===== src/rtl/rtg_pkg.sv =====
package rtg_pkg;
  localparam int NUM_TREG  = 16;
  localparam int RA_W      = 5;
  localparam int CTRL_W    = 11;
  localparam int ALIGN_BITS = 5;

  // timing register indices
  localparam int TI_HPERIOD = 0;
  localparam int TI_HSSYNC  = 1;
  localparam int TI_HESYNC  = 2;
  localparam int TI_HSBLANK = 3;
  localparam int TI_HEBLANK = 4;
  localparam int TI_VPERIOD = 5;
  localparam int TI_VSSYNC  = 6;
  localparam int TI_VESYNC  = 7;
  localparam int TI_VSBLANK = 8;
  localparam int TI_VEBLANK = 9;

  // other register addresses
  localparam logic [RA_W-1:0] RA_CTRL  = 5'd16;
  localparam logic [RA_W-1:0] RA_START = 5'd17;
  localparam logic [RA_W-1:0] RA_PITCH = 5'd18;
  localparam logic [RA_W-1:0] RA_FMT   = 5'd19;

  // control word bit positions
  localparam int CB_VS_LO = 0;
  localparam int CB_HS_LO = 4;
  localparam int CB_BLANK = 10;
  localparam logic [CTRL_W-1:0] CTRL_RST = 11'h400;

  typedef enum logic [1:0] {
    FMT_B1  = 2'd0,
    FMT_B2  = 2'd1,
    FMT_B4  = 2'd2,
    FMT_RSV = 2'd3
  } pix_fmt_e;
endpackage


===== src/rtl/rtg_regs.sv =====
module rtg_regs
  import rtg_pkg::*;
#(
  parameter int TW = 12,
  parameter int AW = 24,
  parameter int DW = 32,
  parameter logic [NUM_TREG*TW-1:0] RST_TIMING = '0
) (
  input  logic                         clk,
  input  logic                         rst,
  input  logic                         wr_en,
  input  logic [RA_W-1:0]              wr_addr,
  input  logic [DW-1:0]                wr_data,
  output logic [NUM_TREG-1:0][TW-1:0]  timing_q,
  output logic [CTRL_W-1:0]            ctrl_q,
  output logic [AW-1:0]                start_q,
  output logic [AW-1:0]                pitch_q,
  output pix_fmt_e                     fmt_q
);
  logic unused_wdata;
  assign unused_wdata = ^wr_data;

  for (genvar i = 0; i < NUM_TREG; i++) begin : g_treg
    logic [TW-1:0] val_q;
    always_ff @(posedge clk) begin
      if (rst)
        val_q <= RST_TIMING[i*TW +: TW];
      else if (wr_en && wr_addr == RA_W'(i))
        val_q <= wr_data[TW-1:0];
    end
    assign timing_q[i] = val_q;
  end

  always_ff @(posedge clk) begin
    if (rst) begin
      ctrl_q  <= CTRL_RST;
      start_q <= '0;
      pitch_q <= '0;
      fmt_q   <= FMT_B1;
    end else if (wr_en) begin
      case (wr_addr)
        RA_CTRL:  ctrl_q  <= wr_data[CTRL_W-1:0];
        RA_START: start_q <= {wr_data[AW-1:ALIGN_BITS], {ALIGN_BITS{1'b0}}};
        RA_PITCH: pitch_q <= wr_data[AW-1:0];
        RA_FMT:   if (pix_fmt_e'(wr_data[1:0]) != FMT_RSV)
                    fmt_q <= pix_fmt_e'(wr_data[1:0]);
        default:  ;
      endcase
    end
  end


  start_align_chk: assert property (@(posedge clk) disable iff (rst)
    start_q[ALIGN_BITS-1:0] == '0);
endmodule


===== src/rtl/rtg_raster.sv =====
module rtg_raster #(
  parameter int TW = 12
) (
  input  logic          clk,
  input  logic          rst,
  input  logic [TW-1:0] hperiod,
  input  logic [TW-1:0] hssync,
  input  logic [TW-1:0] hesync,
  input  logic [TW-1:0] hsblank,
  input  logic [TW-1:0] heblank,
  input  logic [TW-1:0] vperiod,
  input  logic [TW-1:0] vssync,
  input  logic [TW-1:0] vesync,
  input  logic [TW-1:0] vsblank,
  input  logic [TW-1:0] veblank,
  output logic          hs_raw,
  output logic          vs_raw,
  output logic          hb_raw,
  output logic          vb_raw,
  output logic          h_act,
  output logic          v_act,
  output logic          line_wrap,
  output logic [TW-1:0] vcnt_next
);
  logic          phase;
  logic [TW-1:0] hcnt;
  logic [TW-1:0] vcnt;
  logic [TW:0]   hlim;
  logic [TW:0]   vsum;

  assign hlim      = {1'b0, hperiod} + (TW+1)'(1);
  assign line_wrap = phase && ({1'b0, hcnt} >= hlim);
  assign vsum      = {1'b0, vcnt} + (TW+1)'(2);
  assign vcnt_next = (vsum >= {1'b0, vperiod}) ? '0 : vsum[TW-1:0];

  always_ff @(posedge clk) begin
    if (rst) begin
      phase <= 1'b0;
      hcnt  <= '0;
      vcnt  <= '0;
    end else begin
      phase <= ~phase;
      if (line_wrap) begin
        hcnt <= '0;
        vcnt <= vcnt_next;
      end else if (phase) begin
        hcnt <= hcnt + TW'(1);
      end
    end
  end

  assign hs_raw = (hcnt >= hssync)  || (hcnt < hesync);
  assign hb_raw = (hcnt >= hsblank) || (hcnt < heblank);
  assign vs_raw = (vcnt >= vssync)  || (vcnt < vesync);
  assign vb_raw = (vcnt >= vsblank) || (vcnt < veblank);
  assign h_act  = !hb_raw;
  assign v_act  = !vb_raw;


  hcnt_range_chk: assert property (@(posedge clk) disable iff (rst)
    (({1'b0, $past(hcnt)} <= {1'b0, $past(hperiod)} + (TW+1)'(1)) && $stable(hperiod))
      |-> ({1'b0, hcnt} <= hlim));
endmodule


===== src/rtl/rtg_addr.sv =====
module rtg_addr
  import rtg_pkg::*;
#(
  parameter int TW = 12,
  parameter int AW = 24
) (
  input  logic          clk,
  input  logic          rst,
  input  logic          line_wrap,
  input  logic          h_act,
  input  logic          v_act,
  input  logic [TW-1:0] vcnt_next,
  input  logic [TW-1:0] vsblank,
  input  logic [TW-1:0] veblank,
  input  logic [AW-1:0] start_q,
  input  logic [AW-1:0] pitch_q,
  input  pix_fmt_e      fmt_q,
  output logic [AW-1:0] pix_addr
);
  logic [AW-1:0] active_start;
  logic [AW-1:0] row_base;
  logic [AW-1:0] px_off;
  logic [AW-1:0] step;

  assign step = AW'(1) << fmt_q;

  always_ff @(posedge clk) begin
    if (rst) begin
      active_start <= '0;
      row_base     <= '0;
      px_off       <= '0;
    end else begin
      if (line_wrap && vcnt_next == vsblank)
        active_start <= start_q;
      if (line_wrap) begin
        px_off <= '0;
        if (vcnt_next == veblank)
          row_base <= active_start;
        else if (v_act)
          row_base <= row_base + pitch_q;
      end else if (h_act) begin
        px_off <= px_off + step;
      end
    end
  end

  assign pix_addr = row_base + px_off;


  shadow_hold_chk: assert property (@(posedge clk) disable iff (rst)
    !$past(line_wrap) |-> $stable(active_start));
endmodule


===== src/rtl/raster_timing_gen.sv =====
module raster_timing_gen
  import rtg_pkg::*;
#(
  parameter int TW = 12,
  parameter int AW = 24,
  parameter int DW = 32,
  parameter int H_PERIOD_RST = 398,
  parameter int H_SSYNC_RST  = 399,
  parameter int H_ESYNC_RST  = 47,
  parameter int H_SBLANK_RST = 391,
  parameter int H_EBLANK_RST = 71,
  parameter int V_PERIOD_RST = 1050,
  parameter int V_SSYNC_RST  = 1048,
  parameter int V_ESYNC_RST  = 2,
  parameter int V_SBLANK_RST = 1028,
  parameter int V_EBLANK_RST = 68
) (
  input  logic            clk,
  input  logic            rst,
  input  logic            wr_en,
  input  logic [RA_W-1:0] wr_addr,
  input  logic [DW-1:0]   wr_data,
  output logic            hsync_o,
  output logic            vsync_o,
  output logic            blank_o,
  output logic            active_o,
  output logic [AW-1:0]   pix_addr_o
);
  localparam int AUX_N = NUM_TREG - 10;
  localparam logic [NUM_TREG*TW-1:0] RST_TIMING = {
    {(AUX_N*TW){1'b0}},
    TW'(V_EBLANK_RST), TW'(V_SBLANK_RST), TW'(V_ESYNC_RST),
    TW'(V_SSYNC_RST),  TW'(V_PERIOD_RST),
    TW'(H_EBLANK_RST), TW'(H_SBLANK_RST), TW'(H_ESYNC_RST),
    TW'(H_SSYNC_RST),  TW'(H_PERIOD_RST)
  };

  logic [NUM_TREG-1:0][TW-1:0] timing_q;
  logic [CTRL_W-1:0]           ctrl_q;
  logic [AW-1:0]               start_q;
  logic [AW-1:0]               pitch_q;
  pix_fmt_e                    fmt_q;

  logic hs_raw, vs_raw, hb_raw, vb_raw, h_act, v_act, line_wrap;
  logic [TW-1:0] vcnt_next;
  logic [AW-1:0] pix_addr;
  logic hs_en, vs_en, force_blank;
  logic unused_bits;

  assign unused_bits = ^{ctrl_q[9:6], ctrl_q[3:2], timing_q[NUM_TREG-1:10]};

  rtg_regs #(.TW(TW), .AW(AW), .DW(DW), .RST_TIMING(RST_TIMING)) u_regs (
    .clk(clk), .rst(rst), .wr_en(wr_en), .wr_addr(wr_addr), .wr_data(wr_data),
    .timing_q(timing_q), .ctrl_q(ctrl_q), .start_q(start_q),
    .pitch_q(pitch_q), .fmt_q(fmt_q)
  );

  rtg_raster #(.TW(TW)) u_raster (
    .clk(clk), .rst(rst),
    .hperiod(timing_q[TI_HPERIOD]), .hssync(timing_q[TI_HSSYNC]),
    .hesync(timing_q[TI_HESYNC]),   .hsblank(timing_q[TI_HSBLANK]),
    .heblank(timing_q[TI_HEBLANK]), .vperiod(timing_q[TI_VPERIOD]),
    .vssync(timing_q[TI_VSSYNC]),   .vesync(timing_q[TI_VESYNC]),
    .vsblank(timing_q[TI_VSBLANK]), .veblank(timing_q[TI_VEBLANK]),
    .hs_raw(hs_raw), .vs_raw(vs_raw), .hb_raw(hb_raw), .vb_raw(vb_raw),
    .h_act(h_act), .v_act(v_act), .line_wrap(line_wrap), .vcnt_next(vcnt_next)
  );

  rtg_addr #(.TW(TW), .AW(AW)) u_addr (
    .clk(clk), .rst(rst), .line_wrap(line_wrap), .h_act(h_act), .v_act(v_act),
    .vcnt_next(vcnt_next), .vsblank(timing_q[TI_VSBLANK]),
    .veblank(timing_q[TI_VEBLANK]), .start_q(start_q), .pitch_q(pitch_q),
    .fmt_q(fmt_q), .pix_addr(pix_addr)
  );

  assign hs_en       = &ctrl_q[CB_HS_LO+1:CB_HS_LO];
  assign vs_en       = &ctrl_q[CB_VS_LO+1:CB_VS_LO];
  assign force_blank = ctrl_q[CB_BLANK];

  always_ff @(posedge clk) begin
    if (rst) begin
      hsync_o    <= 1'b0;
      vsync_o    <= 1'b0;
      blank_o    <= 1'b1;
      active_o   <= 1'b0;
      pix_addr_o <= '0;
    end else begin
      hsync_o    <= hs_raw & hs_en;
      vsync_o    <= vs_raw & vs_en;
      blank_o    <= hb_raw | vb_raw | force_blank;
      active_o   <= h_act & v_act & ~force_blank;
      pix_addr_o <= pix_addr;
    end
  end


  hsync_gate_chk: assert property (@(posedge clk) disable iff (rst)
    ($past(ctrl_q[CB_HS_LO+1:CB_HS_LO]) != 2'b11) |-> !hsync_o);

  vsync_gate_chk: assert property (@(posedge clk) disable iff (rst)
    ($past(ctrl_q[CB_VS_LO+1:CB_VS_LO]) != 2'b11) |-> !vsync_o);

  blank_force_chk: assert property (@(posedge clk) disable iff (rst)
    $past(ctrl_q[CB_BLANK]) |-> (blank_o && !active_o));

  active_excl_chk: assert property (@(posedge clk) disable iff (rst)
    active_o |-> !blank_o);

  addr_step_chk: assert property (@(posedge clk) disable iff (rst)
    (active_o && $past(active_o) && fmt_q == $past(fmt_q) && $past(fmt_q) == $past(fmt_q, 2))
      |-> (pix_addr_o == $past(pix_addr_o) + (AW'(1) << fmt_q)));
endmodule


===== config.mk =====
export PLATFORM = sky130hd
export DESIGN_NAME = raster_timing_gen
export DESIGN_NICKNAME = d
export VERILOG_FILES = /design/src/rtl/rtg_pkg.sv /design/src/rtl/rtg_regs.sv /design/src/rtl/rtg_raster.sv /design/src/rtl/rtg_addr.sv /design/src/rtl/raster_timing_gen.sv
export SDC_FILE = /design/constraint.sdc
export NUM_CORES = 1
export LEC_CHECK = 0
export BUFFER_PORTS_ARGS = -buffer_cell sky130_fd_sc_hd__buf_2
export CAP_MARGIN = 30
export CORE_ASPECT_RATIO = 0.9
export CORE_UTILIZATION = 50
export CTS_BUF_LIST = sky130_fd_sc_hd__clkbuf_16
export CTS_CLUSTER_DIAMETER = 100
export DETAILED_ROUTE_END_ITERATION = 16
export GPL_ROUTABILITY_DRIVEN = 1
export PLACE_DENSITY = 0.76
export RECOVER_POWER = 50
export SLEW_MARGIN = 0
export SYNTH_ARGS = -nofsm -noshare
export SYNTH_HDL_FRONTEND = slang
export SYNTH_SLANG_ARGS = --single-unit
export TNS_END_PERCENT = 1

===== constraint.sdc =====
create_clock -name clk -period 6.89 [get_ports clk]
set_input_delay 0.3445 -clock clk [delete_from_list [all_inputs] [get_ports clk]]
set_output_delay 0.3445 -clock clk [all_outputs]
set_load 0.01 [all_outputs]

# Yosys cells after proc, flatten, opt, wreduce, memory -nomap -nowiden
# Cells that the tools add are included.
# Widths: inputs -> output; s select.
dict set report op_classes {
  n_reduce_logical 27
  order_cmp 10
  n_bitwise 8
  n_addsub 6
  shift 1
  eq_ne 17
  mux 3
}
# cell n
set ops {}
lappend ops {{$add 24x24->24} 3}
lappend ops {{$ge 12x12->1} 4}
lappend ops {{$lt 12x12->1} 4}
lappend ops {{$mux 24} 2}
lappend ops {{$eq 12x12->1} 2}
lappend ops {{$shl 1x2->24 const A} 1}
lappend ops {{$eq 5x3->1 const B} 4}
lappend ops {{$eq 5x5->1 const B} 4}
lappend ops {{$add 12x1->13 const B} 1}
lappend ops {{$add 12x2->13 const B} 1}
lappend ops {{$ge 12x13->1} 1}
lappend ops {{$ge 13x12->1} 1}
lappend ops {{$add 12x1->12 const B} 1}
lappend ops {{$logic_and 1x1->1} 12}
lappend ops {{$mux 12} 1}
lappend ops {{$reduce_and 2->1} 6}
lappend ops {{$eq 5x2->1 const B} 2}
lappend ops {{$eq 5x4->1 const B} 2}
lappend ops {{$eq 5x1->1 const B} 1}
lappend ops {{$logic_not 5->1} 1}
lappend ops {{$and 1x1->1} 4}
lappend ops {{$logic_or 1x1->1} 4}
lappend ops {{$reduce_and 3->1} 1}
lappend ops {{$logic_not 1->1} 2}
lappend ops {{other kinds (5)} 7}
dict set report totals {
  input_bits 40
  word_cells 97
  regBits 296
  output_inout_bits 28
}

# Longest topological paths before layout
dict set report logic_depth {
  depth_word 6
  depth_mapped 19
  ltp_nobuf 16
}

# By module
# From an unflattened synthesis, not the netlist that was laid out.
dict set report unflattened {
  hier_cells 2223
  area_unflattened_um2 20478.4
}
# module instances seq_area_each_um2 area_per_inst_um2 cells_each
set modules_own_cells {}
lappend modules_own_cells {rtg_regs 1 4964.8 9671.8 894}
lappend modules_own_cells {rtg_addr 1 1441.4 5645.4 695}
lappend modules_own_cells {rtg_raster 1 500.5 4403.0 576}
lappend modules_own_cells {raster_timing_gen 1 560.5 758.2 58}

# Least setup slack after synthesis
# OpenSTA, ideal clock, no wires.
dict set report synth_timing {
  kind {register to register}
  from {register u_raster.vcnt[1]}
  to {register u_addr.row_base[10]}
  t_arrival_ps 3439
  path_buffers 4
  required_ps 6758
  path_slack_ps 3319
  path_stages_with_launch 18
  cell_sequence {dfxtp_1 buf_2 nand2_1 nor3_4 xor2_2 ha_1 a21o_1 a21oi_1 o211ai_2 a21o_1 buf_4 nor2_1 o22ai_4 o311a_1 buf_4 buf_4 a22oi_1 a21oi_1}
}
dict set report synth_via {
  elab_chain_cells 6
}
# element line_no
set synth_lines {}
lappend synth_lines {{start: declaration} rtg_raster.sv:27} ;# logic [TW-1:0] vcnt;
lappend synth_lines {{start signal: assignment} rtg_raster.sv:45} ;# vcnt <= vcnt_next;
lappend synth_lines {{$add 12x2->13} rtg_raster.sv:33} ;# assign vsum = {1'b0, vcnt} + (TW+1)'(2);
lappend synth_lines {{$ge 13x12->1} rtg_raster.sv:34} ;# assign vcnt_next = (vsum >= {1'b0, vperiod}) ? '0 : vsum[TW-1:0];
lappend synth_lines {{$mux 12} rtg_raster.sv:34}
lappend synth_lines {{$eq 12x12->1} rtg_addr.sv:37} ;# if (vcnt_next == veblank)
lappend synth_lines {{$ne 2x1->1 (no source line)} n/a}
lappend synth_lines {{$reduce_and 2->1 (no source line)} n/a}
lappend synth_lines {{end signal: assignment} rtg_addr.sv:38} ;# row_base <= active_start;
lappend synth_lines {{end signal: assignment} rtg_addr.sv:40} ;# row_base <= row_base + pitch_q;
lappend synth_lines {{end: declaration} rtg_addr.sv:21} ;# logic [AW-1:0] row_base;
# Several ways; a longest one is shown, not always the timed one.
# A chain may end at the register's enable or synchronous reset.

# Worst setup path in the final report
dict set report layout_timing {
  from {register u_raster.vcnt[1]}
  to {register u_addr.row_base[20]}
}
# Same word-level chain as after synthesis.

==> reports/results.txt <==
area leader, netlist = dfxtp_1
Max Slew Vio Count = 202
setup TNS = 0 ns
Die Y = 175.4 µm
Worst Tran Pin Value = 3.492 ns
core area = 0.03287 mm²
Mean Syn Cell Area = 8.157 µm²
Routed WL = 44.43 mm
final hold violations = 0
Async SR Flop Fraction = 0
startpoint type of the worst setup path = register
outcome = complete, but fails checks
library cells used by synthesis = 78
Placed Cells = 2,441
Peak VDD IR = 172.4 µV
routed vias = 14,650
die area = 0.03413 mm²
largest cells by area after synthesis = dfxtp_1, ha_1, nand2_1, a21oi_1, mux2i_1
Max Cap Viol = 3
post-cts repair resize count = 0
post-DP HPWL = 29.97 mm
GR Overflow Total = 0
post-synthesis cell area = 0.01670 mm²
Final min period = 5.253 ns
nets = 2,270
Tot GR Track Use = 0.2571
I/O pin cnt = 68
CTS Sinks = 290
initial antenna violation count = 0
HP Class = primary input to register
Max Root-Sink Buffers = 3
WP data arrival = 5.47 ns
CTS buffer count = 34
chip width = 194.6 µm
top cell type's share of synthesized area = 0.3477
hold_ws = 0.08337 ns
Port Buffer Count = 59
Setup CP Type = register to register
register area share after synthesis = 0.3477
endpoint type of the worst setup path = register
YS warnings = 0
Row Count = 63
cell count after synthesis = 2,047
Area growth syn-to-layout = 9.599%
Leakage = 7.728 nW
worst-skew pair later-pin latency = 0.51 ns
clock skew = 0.02516 ns
Starting Density = 0.5080
PD cells = 199.1 mW/mm²
WL/cell = 17.75 µm
DR vias/cell = 5.853
first-pass GRT wire length = 71.46 mm
# Post-CTS Setup Buffers = 0
final setup violating endpoints = 0
largest net degree at the start of global routing = 79
Final period util = 0.7624
Reg clk slew, reported paths = 0.06 ns
H-tree depth = 2
slew margin rel. = -1.328
diode count = 0
RePlAce Congestion = 0.9637
failing checks = design-rule violations, max-capacitance violations, max-slew violations
1st-iter DRT viols = 1,180
vias in the first global route = 14,022
Net Count, Synth = 2,259
post-route ant nets = 0
#FFs+latches synth = 290
CP Data Required Time = 7.11 ns
RSZ-0062 raised after global routing = no
commonest non-fill, non-tap cells in the layout = nand2_1, dfxtp_1, a21oi_1
share of cells above drive strength 1 = 0.05334
clk root buf = clkbuf_16
Hold Buf Count CTS = 0
drt drc = 2
fmax = 190.4 MHz
critical-path maximum fanout = 21
commonest non-fill, non-tap cell in the layout = nand2_1
DRT Pass-1 Iters = 11
fin cells = 2,503
CTS tree = yes
Synth Flop Type = dfxtp_1
Post-synth EDFFs = 0
[registers in the layout, indices dropped and copies added (netlist names), 5 cells and up]
register,flops
u_regs.g_treg.val_q,120
pix_addr_o,24
u_addr.active_start,19
u_addr.row_base,24
u_regs.start_q,19
u_raster.hcnt,12
u_regs.ctrl_q,5
u_raster.vcnt,12
u_addr.px_off,24
u_regs.pitch_q,24
[kinds of logic (layout without fill, tap and decap cells)]
kind of cell,count (synthesis),after routing,synth area share
AOI/OAI and AO/OA,499,499,0.1892
xor gates and xnor gates,76,76,0.04564
adders and majority gates,172,172,0.1302
buffers and inverters,230,264,0.05463
DFF,290,290,0.3477
muxes,64,64,0.03837
and+or+nand+nor,716,716,0.1942
[Yosys cell counts (all sizes together) (5+ instances only)]
cell type / number
and2: 8
xor2: 31
nand3: 68
o41ai: 12
nand2: 329
nor3: 19
a21o: 47
o311ai: 12
or3: 22
o21ai: 75
nand2b: 25
o211ai: 38
a22oi: 16
o21a: 13
nor4: 10
a31oi: 15
nand4: 18
a21oi: 203
nor4b: 5
xnor2: 41
buf: 20
nor2b: 16
inv: 128
dfxtp: 290
a211oi: 19
o31ai: 9
mux2i: 64
and4: 8
and3: 19
ha: 169
clkbuf: 82
nor2: 156
or4: 5
[cell type report]
type                    count  area, µm²
repair buffers             77      376.6
fillers                  2896      14570
multi-input cells        1527       9990
well taps                 422      528.0
clock inverters            24      244.0
inverters                 128      480.5
flip-flops and latches    290       5806
clock buffers              35      875.8
[critical path: stages (launching register included)]
cell and delay [ns]:
dfxtp_1 0.69, ha_1 0.48, xor2_1 0.66, ha_1 0.22, o211ai_1 0.09, o21ai_0 0.36, a21o_1 0.67, o211ai_1 0.24
a22o_1 0.34, o31a_1 0.54, nor2_1 0.49, a211oi_1 0.14
[power breakdown]
| part | switching, mW | internal, mW | leakage, nW |
|---|---|---|---|
| registers | 0.00956 | 1.69 | 2.34 |
| clock network | 0.715 | 1.11 | 0.567 |
| logic | 0.0904 | 0.0326 | 4.82 |
| total | 0.815 | 2.83 | 7.73 |
[metal layers]
metal / routed length, µm / GRT usage / vias up / share of wire
li1: - / - / 7197 / -
met1: 20450 / 0.3424 / 6902 / 0.46
met5: 0 / 0 / - / 0
met3: 2897 / 0.03783 / 93 / 0.065
met4: 1327 / 0.08664 / 0 / 0.030
met2: 19750 / 0.4258 / 458 / 0.44
[final timing paths]
kind | from | cells after the start | slack (ns) | to
worst min register to register | u_regs.start_q[19] | 2 | 0.45 | u_regs.start_q[19]
worst max register to register | u_raster.vcnt[1] | 11 | 1.64 | u_addr.row_base[20]
worst min-delay path | wr_data[17] | 3 | 0.08 | u_regs.start_q[17]
worst max-delay path | u_raster.vcnt[1] | 11 | 1.64 | u_addr.row_base[20]
[through the flow]
stage	util	total power, mW	cell area [µm²]	setup WS, ns
global placement	0.5236	1.851	17210	1.945
detailed placement	0.5238	1.855	17220	1.852
CTS	0.5579	3.662	18340	1.800
finish	0.5567	3.643	18300	1.637
floorplan	-	1.807	16700	3.319
global route	0.5567	3.742	18300	1.242
No activity file was read; power rests on OpenSTA's default activity.
